$ cat src/rtl/fth_pkg.sv
package fth_pkg;
    localparam int unsigned FTH_ADDR_W   = 32;
    localparam int unsigned FTH_PORT_W   = 16;
    localparam int unsigned FTH_ROT      = 8;
    localparam int unsigned FTH_FOLD_SH  = 16;
    localparam int unsigned FTH_FOLD_LO  = 20;
    localparam int unsigned FTH_IDX_W    = 12;
endpackage

$ cat src/rtl/fth_port_word.sv
module fth_port_word #(
    parameter int unsigned PORT_W = fth_pkg::FTH_PORT_W,
    localparam int unsigned WORD_W = 2 * PORT_W
) (
    input  logic [PORT_W-1:0] hi_port,
    input  logic [PORT_W-1:0] lo_port,
    output logic [WORD_W-1:0] word
);
    // upper half carries the source port, lower half the destination port
    assign word = {hi_port, lo_port};
endmodule

$ cat src/rtl/fth_mixer.sv
module fth_mixer #(
    parameter int unsigned W   = fth_pkg::FTH_ADDR_W,
    parameter int unsigned ROT = fth_pkg::FTH_ROT
) (
    input  logic [W-1:0] steer,
    input  logic [W-1:0] opnd_a,
    input  logic [W-1:0] opnd_b,
    output logic [W-1:0] mixed
);
    logic [W-1:0] sel_w;
    logic [W-1:0] rot_w;

    // per-bit select: steer bit 1 picks operand A, 0 picks operand B
    for (genvar i = 0; i < W; i++) begin : g_sel
        assign sel_w[i] = steer[i] ? opnd_a[i] : opnd_b[i];
    end

    // rotate left by ROT: low bits move up, top ROT bits wrap to the bottom
    assign rot_w = {sel_w[W-ROT-1:0], sel_w[W-1:W-ROT]};
    assign mixed = steer ^ opnd_a ^ opnd_b ^ rot_w;
endmodule

$ cat src/rtl/fth_fold.sv
module fth_fold #(
    parameter int unsigned W     = fth_pkg::FTH_ADDR_W,
    parameter int unsigned SH    = fth_pkg::FTH_FOLD_SH,
    parameter int unsigned LO_W  = fth_pkg::FTH_FOLD_LO,
    parameter int unsigned OUT_W = fth_pkg::FTH_IDX_W,
    localparam int unsigned HI_W = W - SH,
    localparam int unsigned FW   = (LO_W > HI_W) ? LO_W : HI_W,
    localparam int unsigned KEEP = OUT_W - 1
) (
    input  logic [W-1:0]     mixed,
    output logic [OUT_W-1:0] idx
);
    logic [FW-1:0] hi_x;
    logic [FW-1:0] lo_x;
    logic [FW-1:0] fold_w;

    assign hi_x   = FW'(mixed[W-1:SH]);
    assign lo_x   = FW'(mixed[LO_W-1:0]);
    assign fold_w = hi_x ^ lo_x;
    // keep the low bits and double: every bucket owns an even/odd slot pair
    assign idx    = {fold_w[KEEP-1:0], 1'b0};
endmodule

$ cat src/rtl/flow_tuple_hash.sv
module flow_tuple_hash #(
    parameter int unsigned ADDR_W  = fth_pkg::FTH_ADDR_W,
    parameter int unsigned PORT_W  = fth_pkg::FTH_PORT_W,
    parameter int unsigned ROT     = fth_pkg::FTH_ROT,
    parameter int unsigned FOLD_SH = fth_pkg::FTH_FOLD_SH,
    parameter int unsigned FOLD_LO = fth_pkg::FTH_FOLD_LO,
    parameter int unsigned IDX_W   = fth_pkg::FTH_IDX_W
) (
    input  logic              clk,
    input  logic              rst,
    input  logic              in_vld,
    input  logic [ADDR_W-1:0] src_addr,
    input  logic [ADDR_W-1:0] dst_addr,
    input  logic [PORT_W-1:0] src_port,
    input  logic [PORT_W-1:0] dst_port,
    output logic              out_vld,
    output logic [IDX_W-1:0]  out_idx
);
    typedef struct packed {
        logic             vld;
        logic [IDX_W-1:0] idx;
    } hash_state_t;

    logic [ADDR_W-1:0] port_word;
    logic [ADDR_W-1:0] mixed_w;
    logic [IDX_W-1:0]  idx_w;
    hash_state_t       st_d;
    hash_state_t       st_q;

    fth_port_word #(.PORT_W(PORT_W)) u_pw (
        .hi_port (src_port),
        .lo_port (dst_port),
        .word    (port_word)
    );

    // operands swapped on purpose: A is the destination, B the source
    fth_mixer #(.W(ADDR_W), .ROT(ROT)) u_mix (
        .steer  (port_word),
        .opnd_a (dst_addr),
        .opnd_b (src_addr),
        .mixed  (mixed_w)
    );

    fth_fold #(.W(ADDR_W), .SH(FOLD_SH), .LO_W(FOLD_LO), .OUT_W(IDX_W)) u_fold (
        .mixed (mixed_w),
        .idx   (idx_w)
    );

    always_comb begin
        st_d     = st_q;
        st_d.vld = in_vld;
        if (in_vld) begin
            st_d.idx = idx_w;
        end
    end

    always_ff @(posedge clk) begin
        if (rst) begin
            st_q <= '0;
        end else begin
            st_q <= st_d;
        end
    end

    assign out_vld = st_q.vld;
    assign out_idx = st_q.idx;
endmodule

$ cat config.mk
export PLATFORM = sky130hd
export DESIGN_NAME = flow_tuple_hash
export DESIGN_NICKNAME = d
export VERILOG_FILES = /design/src/rtl/fth_pkg.sv /design/src/rtl/fth_port_word.sv /design/src/rtl/fth_mixer.sv /design/src/rtl/fth_fold.sv /design/src/rtl/flow_tuple_hash.sv
export SDC_FILE = /design/constraint.sdc
export NUM_CORES = 1
export LEC_CHECK = 0
export CAP_MARGIN = 15
export CORE_MARGIN = 5
export CORE_UTILIZATION = 50
export DETAILED_ROUTE_END_ITERATION = 8
export DONT_BUFFER_PORTS = 1
export MAX_ROUTING_LAYER = met4
export PLACE_DENSITY_LB_ADDON = 0.1
export SETUP_SLACK_MARGIN = 0.2
export SLEW_MARGIN = 15
export SYNTH_ARGS = -nofsm -noshare
export SYNTH_HDL_FRONTEND = slang
export SYNTH_HIERARCHICAL = 1
export SYNTH_SLANG_ARGS = --single-unit
$ cat constraint.sdc
create_clock -name clk -period 2.9 [get_ports clk]
set_input_delay 0.145 -clock clk [delete_from_list [all_inputs] [get_ports clk]]
set_output_delay 0.145 -clock clk [all_outputs]
set_load 0.005 [all_outputs]
==> impl_metrics.csv, run 1 <==
group,metric,value,unit
status,outcome,"completed",
pwr,p_leak,0.843,nW
timing,holdWs,0.0276,ns
pwr,finalPower,0.622,mW
final_layout,layout.nets,222,
clock_network,cts_max_level,1,
setup_path,cp_cell_sequence,"dlygate4sd3_1, nor2_1",
timing,fmax,1050,MHz
timing,skew,0,ns
setup_path,critPathKind,"in -> reg",
setup_path,path_depth,2,
setup_path,crit_family,"buffers and inverters",
setup_path,start_kind,"input pin",
setup_path,r2r_cells,2,
timing,hold_violations,0,
routing,vias,852,
final_layout,fillers,321,
routing,wire_per_inst,17.6,um
grt,grt.overflow.total,0,
timing,finalSetupTns,0,ns
placed_design,gp_routability_congestion,0.674,
setup_path,end_kind,"register",
clock_network,clk-insertion-delay-late,0.27,ns
final_layout,syn_to_final_growth,-10.4,%
grt,antenna_found_initial,0,
yosys,syn-instance-count,152,
final_layout,mostFrequentLayoutCell,"mux2i_1",
setup_path,critPathSlowestCell,"dlygate4sd3_1",
setup_path,crit-reg2reg-launch,"out_idx[5]$_SDFFE_PP0P_",
yosys,synth_nets,251,
clock_network,clockRootBuffer,"clkbuf_4",
placed_design,dp_cells,162,
clock_network,cts_buffer_depth,2,
floorplanning,coreArea,3340,um2
routing,drt-initial-drc-count,10,
floorplanning,die_w,68.7,um
timing,period_share,32.9,%
grt,grt_max_degree,14,
setup_path,rrSetupSlack,2.25,ns
setup_path,critPathCapture,"out_idx[1]$_SDFFE_PP0P_",
grt,grt_pass1_vias,873,
clock_network,tritoncts,"built",
clock_network,clk_pin_slew_worst_paths,0.08,ns
clock_network,numCtsBuffers,3,
setup_path,cp_max_fo,13,
yosys,syn_area,1720,um2
setup_path,required,3.04,ns
routing,ant_nets,0,
final_layout,final_cell_count_no_fill,168,
floorplanning,die_y,68.7,um
yosys,postSynthAreaPerCell,11.3,um2
pwr,p_per_area,403,nW/um2
setup_path,crit_path_start,"rst",
setup_path,slowest_delay,0.85,ns
floorplanning,rows,21,
placed_design,dp_hpwl,2530,um
flow_run,drv_cap,0,
clock_network,clock_sinks,13,
final_layout,layout_common_cells,"mux2i_1 (34), xor2_1 (33), xnor3_1 (22)",
timing,rsz0062_at_grt,"no",
pwr,peakVddDrop,0.208,mV
yosys,synth_warnings,6,
final_layout,seq_area,260,um2
floorplanning,dieArea,4720,um2
floorplanning,io_pins,112,
setup_path,arrival,1.10,ns
final_layout,diodes,0,
placed_design,portBuffers,0,
timing,period_needed,0.953,ns
floorplanning,initial_utilization,51.7,%
grt,grt_pass1_wl,3980,um
setup_path,cp_num_buf_inv,1,
placed_design,placed_area,1500,um2
min_path,hold_class,"in -> reg",
routing,first_pass_iters,3,
routing,wl,2960,um
routing,drc,0,
timing,setup_viol,0,
routing,via_per_inst,5.07,
final_layout,drive_gt1_share,2.46,%
grt,grt_usage,11.6,%
final_layout,multi_input_area,1180,um2
setup_path,r2r-end,"out_idx[5]$_SDFFE_PP0P_",
timing,slew_viol_final,0,
final_layout,fin_area,1540,um2
==> per-layer routing <==
layer	track usage (%)	up-vias	wire length (um)
met5	-	-	0
met4	0.730	0	0
met3	6.16	0	468
met2	20.1	65	1500
met1	12.4	371	991
li1	-	416	-
==> power breakdown <==
part	internal, mW	switching [mW]
Sequential	0.211	0.0266
Clock	0.0532	0.0593
Combinational	0.172	0.100
Total	0.436	0.186
==> sequential cells by signal (all words and copies together) (netlist names) <==
signal and cells:
out_vld 1, out_idx 12
==> layout make-up <==
type                       count  area share, %
clock buffer                   4           1.70
multi-input combinational    103           76.4
sequential                    13           16.9
tap                           46           3.73
timing repair buffer           2           1.30
==> worst min-delay path by stage <==
stage	start	depth (start not counted)	end
global route	in_vld	2	out_idx[2]$_SDFFE_PP0P_
finish	in_vld	2	out_idx[6]$_SDFFE_PP0P_
detailed placement	rst	1	out_vld$_SDFF_PP0_
CTS	in_vld	2	out_idx[6]$_SDFFE_PP0P_
global placement	rst	1	out_idx[9]$_SDFFE_PP0P_
floorplan	rst	1	out_vld$_SDFF_PP0_
==> what timing repair did <==
item                                   CTS  global route
setup buffers                            0             0
endpoints found under the hold margin   13             0
gates resized for setup                  0             0
hold buffers                             2             0
==> stage by stage <==
| stage | utilization, % | setup WS (ns) |
|---|---|---|
| 6_report | 46.3 | 1.95 |
| 5_1_grt | 46.3 | 1.88 |
| 4_1_cts | 46.3 | 1.93 |
| 3_5_place_dp | 44.9 | 1.74 |
| 3_3_place_gp | 44.9 | 1.75 |
| 2_1_floorplan | - | 1.73 |
Power figures use the tool's default switching activity.
==> run 2, diff against run 1 <==
Settings changed: ABC_AREA set to 1.
Clock period 2.9 ns to 0.85 ns, I/O delays scaled along.
==> run 2 against run 1 <==
  * The run now ends with negative hold slack left
  * Total power grew to 4.0 times the previous value
  * First-iteration DRC count grew to 5.5 times the previous value
  * Combinational power grew to 4.6 times the previous value
  * Hold slack worse by 0.093 ns
  * Sequential share of layout area is 6.9 points lower
  * Synthesized area is 36% higher
  * Count of clock-buffer cells in the layout stayed put
  * Largest cell class unchanged
  * Highest routed layer is now met4
==> impl_metrics.csv, run 2 <==
group,metric,value,unit
setup_path,end_kind,"output pin",
floorplanning,die_y,78.5,um
pwr,peakVddDrop,0.422,mV
floorplanning,coreArea,4630,um2
routing,ant_nets,0,
timing,period_share,75.5,%
placed_design,dp_hpwl,3880,um
setup_path,arrival,0.60,ns
min_path,holdPathStages,2,
status,violations,"negative hold slack",
grt,grt_usage,15.1,%
final_layout,diodes,0,
clock_network,clk_pin_slew_worst_paths,0.05,ns
timing,holdWs,-0.0651,ns
pwr,p_per_area,901,nW/um2
timing,hold_violations,12,
yosys,synth_warnings,6,
yosys,syn_area,2350,um2
status,outcome,"complete, but fails checks",
setup_path,start_kind,"register",
final_layout,seq_area,278,um2
routing,met3_length,509,um
final_layout,largest_reg_flops,12,
final_layout,mostFrequentLayoutCell,"nand2_1",
pwr,finalPower,2.51,mW
grt,grt.overflow.total,0,
grt,grt_pass1_vias,2145,
floorplanning,dieArea,6160,um2
routing,via_per_inst,4.63,
timing,fmax,1560,MHz
grt,grt_pass1_wl,7790,um
clock_network,numCtsBuffers,3,
clock_network,clock_sinks,13,
placed_design,gp_routability_congestion,0.742,
setup_path,cp_max_fo,2,
routing,drt-initial-drc-count,55,
setup_path,required,0.81,ns
grt,grt_max_degree,26,
timing,slew_viol_final,0,
placed_design,dp_cells,524,
final_layout,layout_common_cells,"nand2_1 (156), inv_1 (79), nand2_2 (72)",
min_path,hp-start,"in_vld",
final_layout,fin_area,2790,um2
pwr,p_leak,1.85,nW
setup_path,crit-reg2reg-launch,"out_idx[0]$_SDFFE_PP0P_",
routing,wire_per_inst,9.60,um
clock_network,cts_hold_buf,3,
setup_path,r2r-end,"out_idx[0]$_SDFFE_PP0P_",
clock_network,clk-insertion-delay-late,0.24,ns
placed_design,placed_area,2180,um2
routing,wl_met1,1960,um
final_layout,multi_input_area,1760,um2
final_layout,drive_gt1_share,37.3,%
timing,setup_viol,0,
floorplanning,rows,25,
floorplanning,io_pins,112,
timing,period_needed,0.642,ns
routing,wl_met2,2570,um
final_layout,fillers,498,
clock_network,cts_max_level,1,
yosys,postSynthAreaPerCell,4.63,um2
routing,vias,2460,
setup_path,critPathKind,"reg -> out",
timing,rsz0062_at_grt,"yes",
flow_run,drv_cap,0,
setup_path,rrSetupSlack,0.26,ns
floorplanning,initial_utilization,50.7,%
routing,drc,0,
clock_network,post_cts_buffers,0,
min_path,hold_class,"in -> reg",
timing,skew,0,ns
clock_network,cts_buffer_depth,2,
final_layout,layout.nets,577,
routing,wl,5100,um
final_layout,final_cell_count_no_fill,531,
placed_design,portBuffers,0,
min_path,hold_end,"out_idx[9]$_SDFFE_PP0P_",
clock_network,tritoncts,"built",
setup_path,r2r_cells,2,
clock_network,clockRootBuffer,"clkbuf_8",
grt,antenna_found_initial,0,
routing,first_pass_iters,4,
yosys,synth_nets,606,
final_layout,syn_to_final_growth,18.8,%
yosys,syn-instance-count,507,
routing,highest_layer,"met4",
floorplanning,die_w,78.5,um
## run 2: what timing repair did
item | in CTS | in global routing
gates resized for setup | 9 | 204
hold endpoints to repair | 13 | 12
pin swaps | 0 | 140
setup endpoints to repair | 9 | 18
## run 2: final cells by class
cell class / count / share of cell area [%]
timing repair buffer: 3 / 1.08
clock buffer: 4 / 1.62
inverter: 129 / 21.9
multi-input combinational: 328 / 63.0
tap: 54 / 2.42
sequential: 13 / 9.97
## run 2: worst max path at each step
stage | from | end | slack (ns) | depth (start not counted)
3_3_place_gp | dst_addr[19] | out_idx[4]$_SDFFE_PP0P_ | -0.02 | 14
3_5_place_dp | dst_addr[4] | out_idx[5]$_SDFFE_PP0P_ | -0.03 | 14
6_report | out_idx[0]$_SDFFE_PP0P_ | out_idx[0] | 0.21 | 0
5_1_grt | src_addr[23] | out_idx[8]$_SDFFE_PP0P_ | 0.1 | 14
4_1_cts | out_idx[7]$_SDFFE_PP0P_ | out_idx[7] | 0.20 | 0
2_1_floorplan | src_port[8] | out_idx[9]$_SDFFE_PP0P_ | -0.02 | 15
## run 2: layer usage
layer  vias up  GRT usage, %
met5         -             -
met4         0          4.37
met3         5          4.01
met2        74          27.2
met1      1033          16.2
li1       1348             -
## run 2: stage by stage
stage | setup WS [ns] | hold WS, ns | util, % | TNS, ns
final | 0.208 | -0.0651 | 60.2 | 0
after global routing | 0.0962 | -0.0613 | 60.2 | 0
after CTS | 0.202 | -0.0788 | 48.9 | 0
after detailed placement | -0.0303 | 0.123 | 47.0 | -0.130
after global placement | -0.0170 | 0.119 | 47.0 | -0.0170
after floorplan | -0.0226 | 0.114 | - | -0.149
## run 2: report_power, final
| group | internal [mW] | total [mW] | switching, mW | leakage, nW |
|---|---|---|---|---|
| clock | 0.330 | 0.540 | 0.209 | 0.0228 |
| combinational | 0.537 | 1.24 | 0.704 | 1.71 |
| sequential | 0.678 | 0.729 | 0.0514 | 0.112 |
| total | 1.55 | 2.51 | 0.964 | 1.85 |
